[config.mk]
export PLATFORM = sky130hd
export DESIGN_NAME = pad_drive_regs
export DESIGN_NICKNAME = d
export VERILOG_FILES = /design/src/rtl/pdr_pkg.sv /design/src/rtl/pdr_decode.sv /design/src/rtl/pdr_word_reg.sv /design/src/rtl/pdr_readback.sv /design/src/rtl/pad_drive_regs.sv
export SDC_FILE = /design/constraint.sdc
export NUM_CORES = 1
export LEC_CHECK = 0
export BUFFER_PORTS_ARGS = -buffer_cell sky130_fd_sc_hd__buf_2
export CAP_MARGIN = 0
export CELL_PAD_IN_SITES_DETAIL_PLACEMENT = 0
export CELL_PAD_IN_SITES_GLOBAL_PLACEMENT = 2
export CORE_MARGIN = 2
export CORE_UTILIZATION = 27
export CTS_CLUSTER_SIZE = 8
export DETAILED_ROUTE_END_ITERATION = 12
export PLACE_DENSITY_LB_ADDON = 0.1
export SYNTH_ARGS = -nofsm -noshare
export SYNTH_HDL_FRONTEND = slang
export SYNTH_HIERARCHICAL = 1
export SYNTH_SLANG_ARGS = --single-unit
[constraint.sdc]
create_clock -name clk_i -period 0.85 [get_ports clk_i]
set_input_delay 0.085 -clock clk_i [delete_from_list [all_inputs] [get_ports clk_i]]
set_output_delay 0.085 -clock clk_i [all_outputs]
set_load 0.03 [all_outputs]
[src/rtl/pdr_pkg.sv]
package pdr_pkg;

  localparam int unsigned ADDR_W = 3;

  // Bit 2 selects the word, bits 1:0 select the access kind.
  typedef enum logic [ADDR_W-1:0] {
    A_VAL_FULL = 3'd0,
    A_VAL_LO   = 3'd1,
    A_VAL_HI   = 3'd2,
    A_VAL_NONE = 3'd3,
    A_EN_FULL  = 3'd4,
    A_EN_LO    = 3'd5,
    A_EN_HI    = 3'd6,
    A_EN_NONE  = 3'd7
  } reg_addr_e;

  localparam logic [1:0] K_FULL = 2'd0;
  localparam logic [1:0] K_LO   = 2'd1;
  localparam logic [1:0] K_HI   = 2'd2;

  typedef struct packed {
    logic full;
    logic lo;
    logic hi;
  } wr_sel_t;

endpackage

[src/rtl/pdr_decode.sv]
module pdr_decode
  import pdr_pkg::*;
(
  input  logic              wr_en_i,
  input  logic [ADDR_W-1:0] wr_addr_i,
  output wr_sel_t           val_sel_o,
  output wr_sel_t           en_sel_o
);

  wr_sel_t kind_sel;

  always_comb begin
    kind_sel = '0;
    if (wr_en_i) begin
      unique case (wr_addr_i[1:0])
        K_FULL:  kind_sel.full = 1'b1;
        K_LO:    kind_sel.lo   = 1'b1;
        K_HI:    kind_sel.hi   = 1'b1;
        default: kind_sel      = '0;
      endcase
    end
  end

  assign val_sel_o = wr_addr_i[2] ? '0 : kind_sel;
  assign en_sel_o  = wr_addr_i[2] ? kind_sel : '0;

endmodule

[src/rtl/pdr_word_reg.sv]
module pdr_word_reg
  import pdr_pkg::*;
#(
  parameter int unsigned W = 32
) (
  input  logic         clk_i,
  input  logic         rst_ni,
  input  wr_sel_t      sel_i,
  input  logic [W-1:0] wdata_i,
  output logic [W-1:0] q_o
);

  localparam int unsigned HALF = W / 2;

  logic [W-1:0]    q_r;
  logic [W-1:0]    q_nxt;
  logic            upd;
  logic [HALF-1:0] mask;
  logic [HALF-1:0] data;

  assign mask = wdata_i[W-1:HALF];
  assign data = wdata_i[HALF-1:0];
  assign upd  = sel_i.full | sel_i.lo | sel_i.hi;

  // Per-half next state; a masked strobe wins over a full-word strobe.
  for (genvar h = 0; h < 2; h++) begin : g_half
    logic            half_we;
    logic [HALF-1:0] cur;
    assign half_we = (h == 0) ? sel_i.lo : sel_i.hi;
    assign cur     = q_r[h*HALF +: HALF];
    always_comb begin
      if (half_we) begin
        q_nxt[h*HALF +: HALF] = (cur & ~mask) | (data & mask);
      end else if (sel_i.full) begin
        q_nxt[h*HALF +: HALF] = wdata_i[h*HALF +: HALF];
      end else begin
        q_nxt[h*HALF +: HALF] = cur;
      end
    end
  end

  always_ff @(posedge clk_i or negedge rst_ni) begin
    if (!rst_ni) begin
      q_r <= '0;
    end else if (upd) begin
      q_r <= q_nxt;
    end
  end

  assign q_o = q_r;

endmodule

[src/rtl/pdr_readback.sv]
module pdr_readback
  import pdr_pkg::*;
#(
  parameter int unsigned W = 32
) (
  input  logic [ADDR_W-1:0] rd_addr_i,
  input  logic [W-1:0]      val_i,
  input  logic [W-1:0]      en_i,
  output logic [W-1:0]      rd_data_o
);

  localparam int unsigned HALF = W / 2;

  logic [W-1:0] word;

  assign word = rd_addr_i[2] ? en_i : val_i;

  always_comb begin
    unique case (rd_addr_i[1:0])
      K_FULL:  rd_data_o = word;
      K_LO:    rd_data_o = {{HALF{1'b0}}, word[HALF-1:0]};
      K_HI:    rd_data_o = {{HALF{1'b0}}, word[W-1:HALF]};
      default: rd_data_o = '0;
    endcase
  end

endmodule

[src/rtl/pad_drive_regs.sv]
module pad_drive_regs
  import pdr_pkg::*;
#(
  parameter int unsigned W = 32
) (
  input  logic              clk_i,
  input  logic              rst_ni,
  input  logic              wr_en_i,
  input  logic [ADDR_W-1:0] wr_addr_i,
  input  logic [W-1:0]      wr_data_i,
  input  logic [ADDR_W-1:0] rd_addr_i,
  output logic [W-1:0]      rd_data_o,
  output logic [W-1:0]      pad_out_o,
  output logic [W-1:0]      pad_oe_o
);

  wr_sel_t val_sel;
  wr_sel_t en_sel;

  pdr_decode u_dec (
    .wr_en_i   (wr_en_i),
    .wr_addr_i (wr_addr_i),
    .val_sel_o (val_sel),
    .en_sel_o  (en_sel)
  );

  pdr_word_reg #(.W(W)) u_val (
    .clk_i   (clk_i),
    .rst_ni  (rst_ni),
    .sel_i   (val_sel),
    .wdata_i (wr_data_i),
    .q_o     (pad_out_o)
  );

  pdr_word_reg #(.W(W)) u_en (
    .clk_i   (clk_i),
    .rst_ni  (rst_ni),
    .sel_i   (en_sel),
    .wdata_i (wr_data_i),
    .q_o     (pad_oe_o)
  );

  pdr_readback #(.W(W)) u_rd (
    .rd_addr_i (rd_addr_i),
    .val_i     (pad_out_o),
    .en_i      (pad_oe_o),
    .rd_data_o (rd_data_o)
  );

endmodule

==> qor.yml, run 1 <==
logic_synthesis:
  syn_inst: 364
  yosysTopAreaCell: "dfrtp_1"
  yosysWarningCount: 6
  synth_common_cells: "dfrtp_1, nor2_1, o22ai_1, a21oi_1, mux2i_1"
  synth_flop_cell: "dfrtp_1"
  async_flop_share_pct: 100
  ys_ff_latch: 64
  synth_top_cells_by_area: "dfrtp_1, mux2i_1, mux2_4, o22ai_1, a21oi_1"
  synth_top_cell_area_share_pct: 42.3
  synth_top_family_by_area: "multiplexers"
  seq_area_frac_synth_pct: 42.3
  syn-cell-area_mm2: 0.00378
  avgSynthCellArea_um2: 10.4
  synth_edf_count: 0
  yosys.area_share.simple_pct: 11.8
  yosysUniqueCellTypes: 25
  muxShareOfSynthArea_pct: 20.0
  synth.most_common_cell: "dfrtp_1"
  synth_fa_ha_area_share_pct: 0
  synth_fp_nets: 405
  synth_compound_area_share_pct: 18.3
  synth-xor-area-share_pct: 0
worst_setup_path:
  cp_slowest_cell: "dfrtp_2"
  rrSetupSlack_ns: -0.18
  crit_chain: "mux2i_4 -> o22ai_2 -> buf_6"
  crit_type: "register to primary output"
  slowest_delay_ns: 0.42
  critical_path.top_delay_family: "flip-flops"
  endpoint_kind: "primary output"
  crit_buf_inv: 1
  rr_worst_depth: 3
  cp_max_fo: 2
  arrival_ns: 1.24
  critical_path_required_ns: 0.76
  cp-start-kind: "register"
power_and_ir_drop:
  p_sw_uw: 5390
  max-vdd-ir-drop_uv: 1260
  p_seq_share_pct: 26.4
  leakagePower_uw: 0.00348
  p_int_uw: 10200
  pwr-share-comb_pct: 49.3
  power.density_mw_per_mm2: 1890
  switching_share_pct: 34.6
  p_clk_share_pct: 24.4
clock_network:
  insertion_delay_ns: 0.33
  cts_made_buffers: 9
  cts-root-buf: "clkbuf_16"
  clock_path_buffers: 2
  cts_tree: "yes"
  clk_pin_slew_ns: 0.05
  cts.sinks: 64
  cts-htree-levels: 3
place:
  hpwlAfterDp_um: 10400
  port_buffers: 136
  gp_congestion: 0.794
  dp_slack_ns: -0.617
worst_hold_path:
  hold_depth: 2
  holdCritStartpoint: "wr_data_i[13]"
  hp-class: "input pin to register"
die:
  fp.dieW_um: 122
  die_h_um: 122
  rows: 43
  io_pins: 137
  coreArea_mm2: 0.0138
  dieArea_mm2: 0.0150
  initial_utilization_pct: 27.5
outcome:
  violations: "setup timing"
  outcome: "complete, but fails checks"
timing:
  fin_crit_sh_pct: 155
  setup_viol: 160
  rsz0062_at_grt: "true"
  finalWorstPathRequiredPeriod_ns: 1.32
  fin_ws_ns: -0.470
  drv_slew: 0
  clock_skew_ns: 0
  tns_ns: -39.43
  max-slew-margin-rel_pct: 74.1
  fmax_mhz: 758
  finalHoldViolCount: 0
  worst_pin_slew_ns: 0.388
detailed_routing:
  drc_errors: 0
  postRouteAntennaNets: 0
  dr.pass1.iters: 4
  drt_wl_total_um: 16200
  vias_per_cell: 4.90
  drtIter0Drc: 232
  avgRoutedWirePerCell_um: 19.8
  dr_total_vias: 4007
cells_and_area:
  nNetsFinal: 673
  fillers: 1180
  antenna_cells: 0
  area_delta_synth_final_pct: 117
  drive_above_1_share_pct: 83.4
grt:
  grtUsageTotal_pct: 21.3
  grt.overflow.total: 0
  grt_pass1_wl_um: 23500
  grt_max_degree: 64
  antenna_found_initial: 0
  grt_pass1_vias: 4120
run:
  maxCapViolCount: 0
-- power groups by stage --
stage / Clock, uW / Combinational [uW] / Sequential, uW
2_1_floorplan: 0 / 2000 / 5140
6_report: 3800 / 7680 / 4110
3_5_place_dp: 0 / 5340 / 4010
3_3_place_gp: 0 / 5310 / 4000
5_1_grt: 4010 / 8060 / 4170
4_1_cts: 3860 / 7110 / 4070
-- cell usage in the layout (no fill, tap or decap), drive strengths merged, types with 14 or more instances in the layout --
cell type / n
buf: 285
mux2i: 32
nand2: 30
o22ai: 46
mux2: 32
a21oi: 64
nor2: 48
clkbuf: 14
dfrtp: 64
-- worst reg2reg max path, cell delays in order (launching register included) --
cell     delay, ns
dfrtp_2       0.42
buf_6         0.13
buf_4         0.12
mux2_4        0.25
-- per-stage QoR --
stage	cell area, um^2	instances	util, %	total power, uW	hold WS, ns
2_1_floorplan	4310	364	-	7150	-0.211
4_1_cts	7680	788	55.8	15000	0.0212
6_report	8230	817	59.8	15600	0.0341
5_1_grt	8230	817	59.8	16200	0.0415
3_3_place_gp	5850	758	42.5	9310	-0.108
3_5_place_dp	5850	758	42.5	9350	-0.109
-- cell families (layout without fill, tap and decap cells) --
kind of cell	Yosys count	after routing
flip-flops	64	64
buffers and inverters	30	303
multiplexers	64	64
AND/OR/NAND/NOR	94	94
AO/OA/AOI/OAI	112	112
-- timing repair --
| action | CTS | global route |
|---|---|---|
| gates resized for setup | 359 | 95 |
| hold buffers | 1 | 0 |
| pin swaps | 54 | 55 |
| gates cloned | 2 | 1 |
| setup buffers | 20 | 62 |
| endpoints found under the setup margin | 160 | 160 |
| hold endpoints to repair | 64 | 0 |
-- metal layers --
layer | up-vias | GRT usage, % | wire length, um
li1 | 1862 | - | -
met1 | 2036 | 28.5 | 7130
met2 | 95 | 35.6 | 8230
met3 | 14 | 3.44 | 562
met4 | 0 | 6.18 | 223
met5 | - | 0 | 0
-- cell type report --
type | instances | area, um^2 | share of cell area [%]
Clock buffer | 13 | 260 | 3.16
Clock inverter | 3 | 40.0 | 0.486
Multi-Input combinational cell | 270 | 3010 | 36.5
Sequential cell | 64 | 1670 | 20.3
Tap cell | 180 | 225 | 2.74
Timing Repair Buffer | 287 | 3030 | 36.8
-- how the worst max path moves through the flow --
stage                 start       endpoint  cells past startpoint
2_1_floorplan  wr_addr_i[1]       register                      7
3_5_place_dp   wr_addr_i[2]       register                      6
4_1_cts            register  rd_data_o[28]                      4
6_report           register   rd_data_o[0]                      3
3_3_place_gp   wr_addr_i[2]       register                      6
5_1_grt            register  rd_data_o[27]                      4
Power figures use the tool's default switching activity.
==> run 2: changes to the inputs <==
--- a/config.mk
+++ b/config.mk
@@ -5,12 +5,13 @@
 export SDC_FILE = /design/constraint.sdc
 export NUM_CORES = 1
 export LEC_CHECK = 0
+export ABC_AREA = 1
 export BUFFER_PORTS_ARGS = -buffer_cell sky130_fd_sc_hd__buf_2
 export CAP_MARGIN = 0
 export CELL_PAD_IN_SITES_DETAIL_PLACEMENT = 0
 export CELL_PAD_IN_SITES_GLOBAL_PLACEMENT = 2
 export CORE_MARGIN = 2
-export CORE_UTILIZATION = 27
+export CORE_UTILIZATION = 24
 export CTS_CLUSTER_SIZE = 8
 export DETAILED_ROUTE_END_ITERATION = 12
 export PLACE_DENSITY_LB_ADDON = 0.1
==> run 2 against run 1 <==
- die area up 39%
- sequential power up 7.3%
- largest cell class is now multi-input gates
- the run still ends with setup timing left
- non-clock buffer count up 6
- critical endpoint unchanged
- global-route usage down 0.68 points
- clock power up 3%
- count of clock-buffer cells in the layout unchanged
- synthesized cell count up 130%
- core utilization down 9.6 points
- combinational power up 20%
- worst hold slack better by 0.026 ns
- flip-flop and latch count unchanged
==> qor.yml, run 2 <==
cells_and_area:
  drive_above_1_share_pct: 57.3  # was 83.4%
  mostFrequentLayoutCell: "nand2_1"  # was buf_6
  antenna_cells: 0  # unchanged
  final_util_pct: 50.2  # was 59.8%
  area_delta_synth_final_pct: 105  # was 117%
  final_cell_mix: "nand2_1, buf_6, inv_1"  # was buf_6, dfrtp_2, buf_4
  nNetsFinal: 1127  # was 673
logic_synthesis:
  avgSynthCellArea_um2: 5.78  # was 10.4 um^2
  async_flop_share_pct: 100  # unchanged
  synth_top_cells_by_area: "nand2_1, dfrtp_1, inv_1, nor2_1, nand3_1"  # was dfrtp_1, mux2i_1, mux2_4, o22ai_1, a21oi_1
  yosysTopAreaCell: "nand2_1"  # was dfrtp_1
  synth.most_common_cell: "nand2_1"  # was dfrtp_1
  synth_top_cell_area_share_pct: 34.5  # was 42.3%
  synth_flop_cell: "dfrtp_1"  # unchanged
  syn_inst: 820  # was 364
  syn-cell-area_mm2: 0.00474  # was 0.00378 mm^2
  synth_edf_count: 0  # unchanged
  seq_area_frac_synth_pct: 33.8  # was 42.3%
  synth_fp_nets: 861  # was 405
  synth_common_cells: "nand2_1, inv_1, nor2_1, dfrtp_1, nand3_1"  # was dfrtp_1, nor2_1, o22ai_1, a21oi_1, mux2i_1
  yosysUniqueCellTypes: 18  # was 25
  ys_ff_latch: 64  # unchanged
  yosysWarningCount: 6  # unchanged
timing:
  max-slew-margin-rel_pct: 78.0  # was 74.1%
  clock_skew_ns: 0  # unchanged
  drv_slew: 0  # unchanged
  finalHoldViolCount: 0  # unchanged
  rsz0062_at_grt: "true"  # unchanged
  fin_crit_sh_pct: 148  # was 155%
  finalWorstPathRequiredPeriod_ns: 1.26  # was 1.32 ns
  fin_ws_ns: -0.408  # was -0.470 ns
  setup_viol: 137  # was 160
  worst_pin_slew_ns: 0.330  # was 0.388 ns
  tns_ns: -28.26  # was -39.43 ns
  fmax_mhz: 795  # was 758 MHz
die:
  rows: 51  # was 43
  coreArea_mm2: 0.0194  # was 0.0138 mm^2
  initial_utilization_pct: 24.4  # was 27.5%
  fp.dieW_um: 144  # was 122 um
  die_h_um: 144  # was 122 um
  dieArea_mm2: 0.0209  # was 0.0150 mm^2
  io_pins: 137  # unchanged
detailed_routing:
  vias_per_cell: 4.38  # was 4.90
  drtIter0Drc: 242  # was 232
  dr.pass1.iters: 4  # unchanged
  drc_errors: 0  # unchanged
  avgRoutedWirePerCell_um: 16.4  # was 19.8 um
  postRouteAntennaNets: 0  # unchanged
  dr_total_vias: 5945  # was 4007
  drt_wl_total_um: 22200  # was 16200 um
grt:
  grt.overflow.total: 0  # unchanged
  grt_pass1_vias: 5816  # was 4120
  grtUsageTotal_pct: 20.7  # was 21.3%
  grt_max_degree: 24  # was 64
  antenna_found_initial: 0  # unchanged
  grt_pass1_wl_um: 32000  # was 23500 um
worst_hold_path:
  hp-class: "input pin to register"  # unchanged
power_and_ir_drop:
  max-vdd-ir-drop_uv: 931  # was 1260 uV
  finalPower_uw: 17600  # was 15600 uW
  leakagePower_uw: 0.00474  # was 0.00348 uW
  power.density_mw_per_mm2: 1810  # was 1890 mW/mm^2
clock_network:
  cts-root-buf: "clkbuf_16"  # unchanged
  insertion_delay_ns: 0.33  # about the same
  clk_pin_slew_ns: 0.06  # was 0.05 ns
  cts.sinks: 64  # unchanged
  cts-htree-levels: 3  # unchanged
  clock_path_buffers: 2  # unchanged
  cts_made_buffers: 9  # unchanged
  cts_tree: "yes"  # unchanged
worst_setup_path:
  rrSetupSlack_ns: -0.11  # was -0.18 ns
  critical_path_required_ns: 0.76  # about the same
  cp-start-kind: "register"  # unchanged
  cp_max_fo: 2  # unchanged
  arrival_ns: 1.17  # was 1.24 ns
  endpoint_kind: "primary output"  # unchanged
  crit_type: "register to primary output"  # unchanged
place:
  hpwlAfterDp_um: 14800  # was 10400 um
  port_buffers: 136  # unchanged
  gp_congestion: 0.799  # was 0.794
  dp_slack_ns: -0.534  # was -0.617 ns
outcome:
  violations: "setup timing"  # unchanged
  outcome: "complete, but fails checks"  # unchanged
run:
  maxCapViolCount: 0  # unchanged
[run 2: cell type report]
| type | instances | area [um^2] |
|---|---|---|
| fillers | 1970 | 9670 |
| inverters | 107 | 429 |
| flip-flops and latches | 64 | 1680 |
| multi-input cells | 611 | 3740 |
| clock inverters | 3 | 40.0 |
| clock buffers | 13 | 260 |
| repair buffers | 293 | 3250 |
| well taps | 265 | 332 |
[run 2: critical path: stages, from the launching register on]
cell and delay (ns):
dfrtp_2 0.44, nand2_4 0.09, nand2_2 0.06, nand2_2 0.08
nand2_4 0.04, buf_6 0.13
[run 2: what timing repair did]
item	4_1_cts	5_1_grt
hold endpoints to repair	64	0
pin swaps	56	90
cloned	2	5
setup endpoints to repair	160	160
hold buffers	1	0
resized for setup	325	236
setup buffers	26	54
[run 2: final timing paths]
kind	start	end	depth (start not counted)
max in group asynchronous	rst_ni	asynchronous set/reset pin	3
setup reg to reg	register	register	5
min in group asynchronous	rst_ni	asynchronous set/reset pin	2
hold / removal	wr_data_i[18]	register	3
setup / recovery	register	rd_data_o[0]	5
hold reg to reg	register	register	3
[run 2: report_power, final]
| group | switching (uW) | leakage, uW | internal [uW] |
|---|---|---|---|
| sequential | 620 | 0.000722 | 3790 |
| combinational | 4760 | 0.00387 | 4480 |
| clock | 1500 | 0.000150 | 2430 |
[run 2: per-stage QoR]
| stage | area [um^2] | hold slack [ns] | instances |
|---|---|---|---|
| after floorplan | 5350 | -0.211 | 820 |
| final | 9730 | 0.0601 | 1356 |
| after CTS | 8820 | 0.0277 | 1333 |
| after detailed placement | 7130 | -0.0131 | 1289 |
| after global routing | 9730 | 0.0642 | 1356 |
| after global placement | 7130 | -0.0143 | 1289 |
[run 2: cell families (layout without fill, tap and decap cells)]
family	Yosys count	in the layout	synth area share, %
buffers and inverters	146	416	13.9
AND/OR/NAND/NOR	562	563	46.4
flip-flops	64	64	33.8
AO/OA/AOI/OAI	48	48	5.87
[run 2: routing by layer]
layer	GRT usage, %	wire length (um)	vias to the layer above
met5	0	0	-
met4	5.62	446	0
met3	3.25	1210	25
met2	35.6	11100	170
met1	26.8	9480	2762
li1	-	-	2988
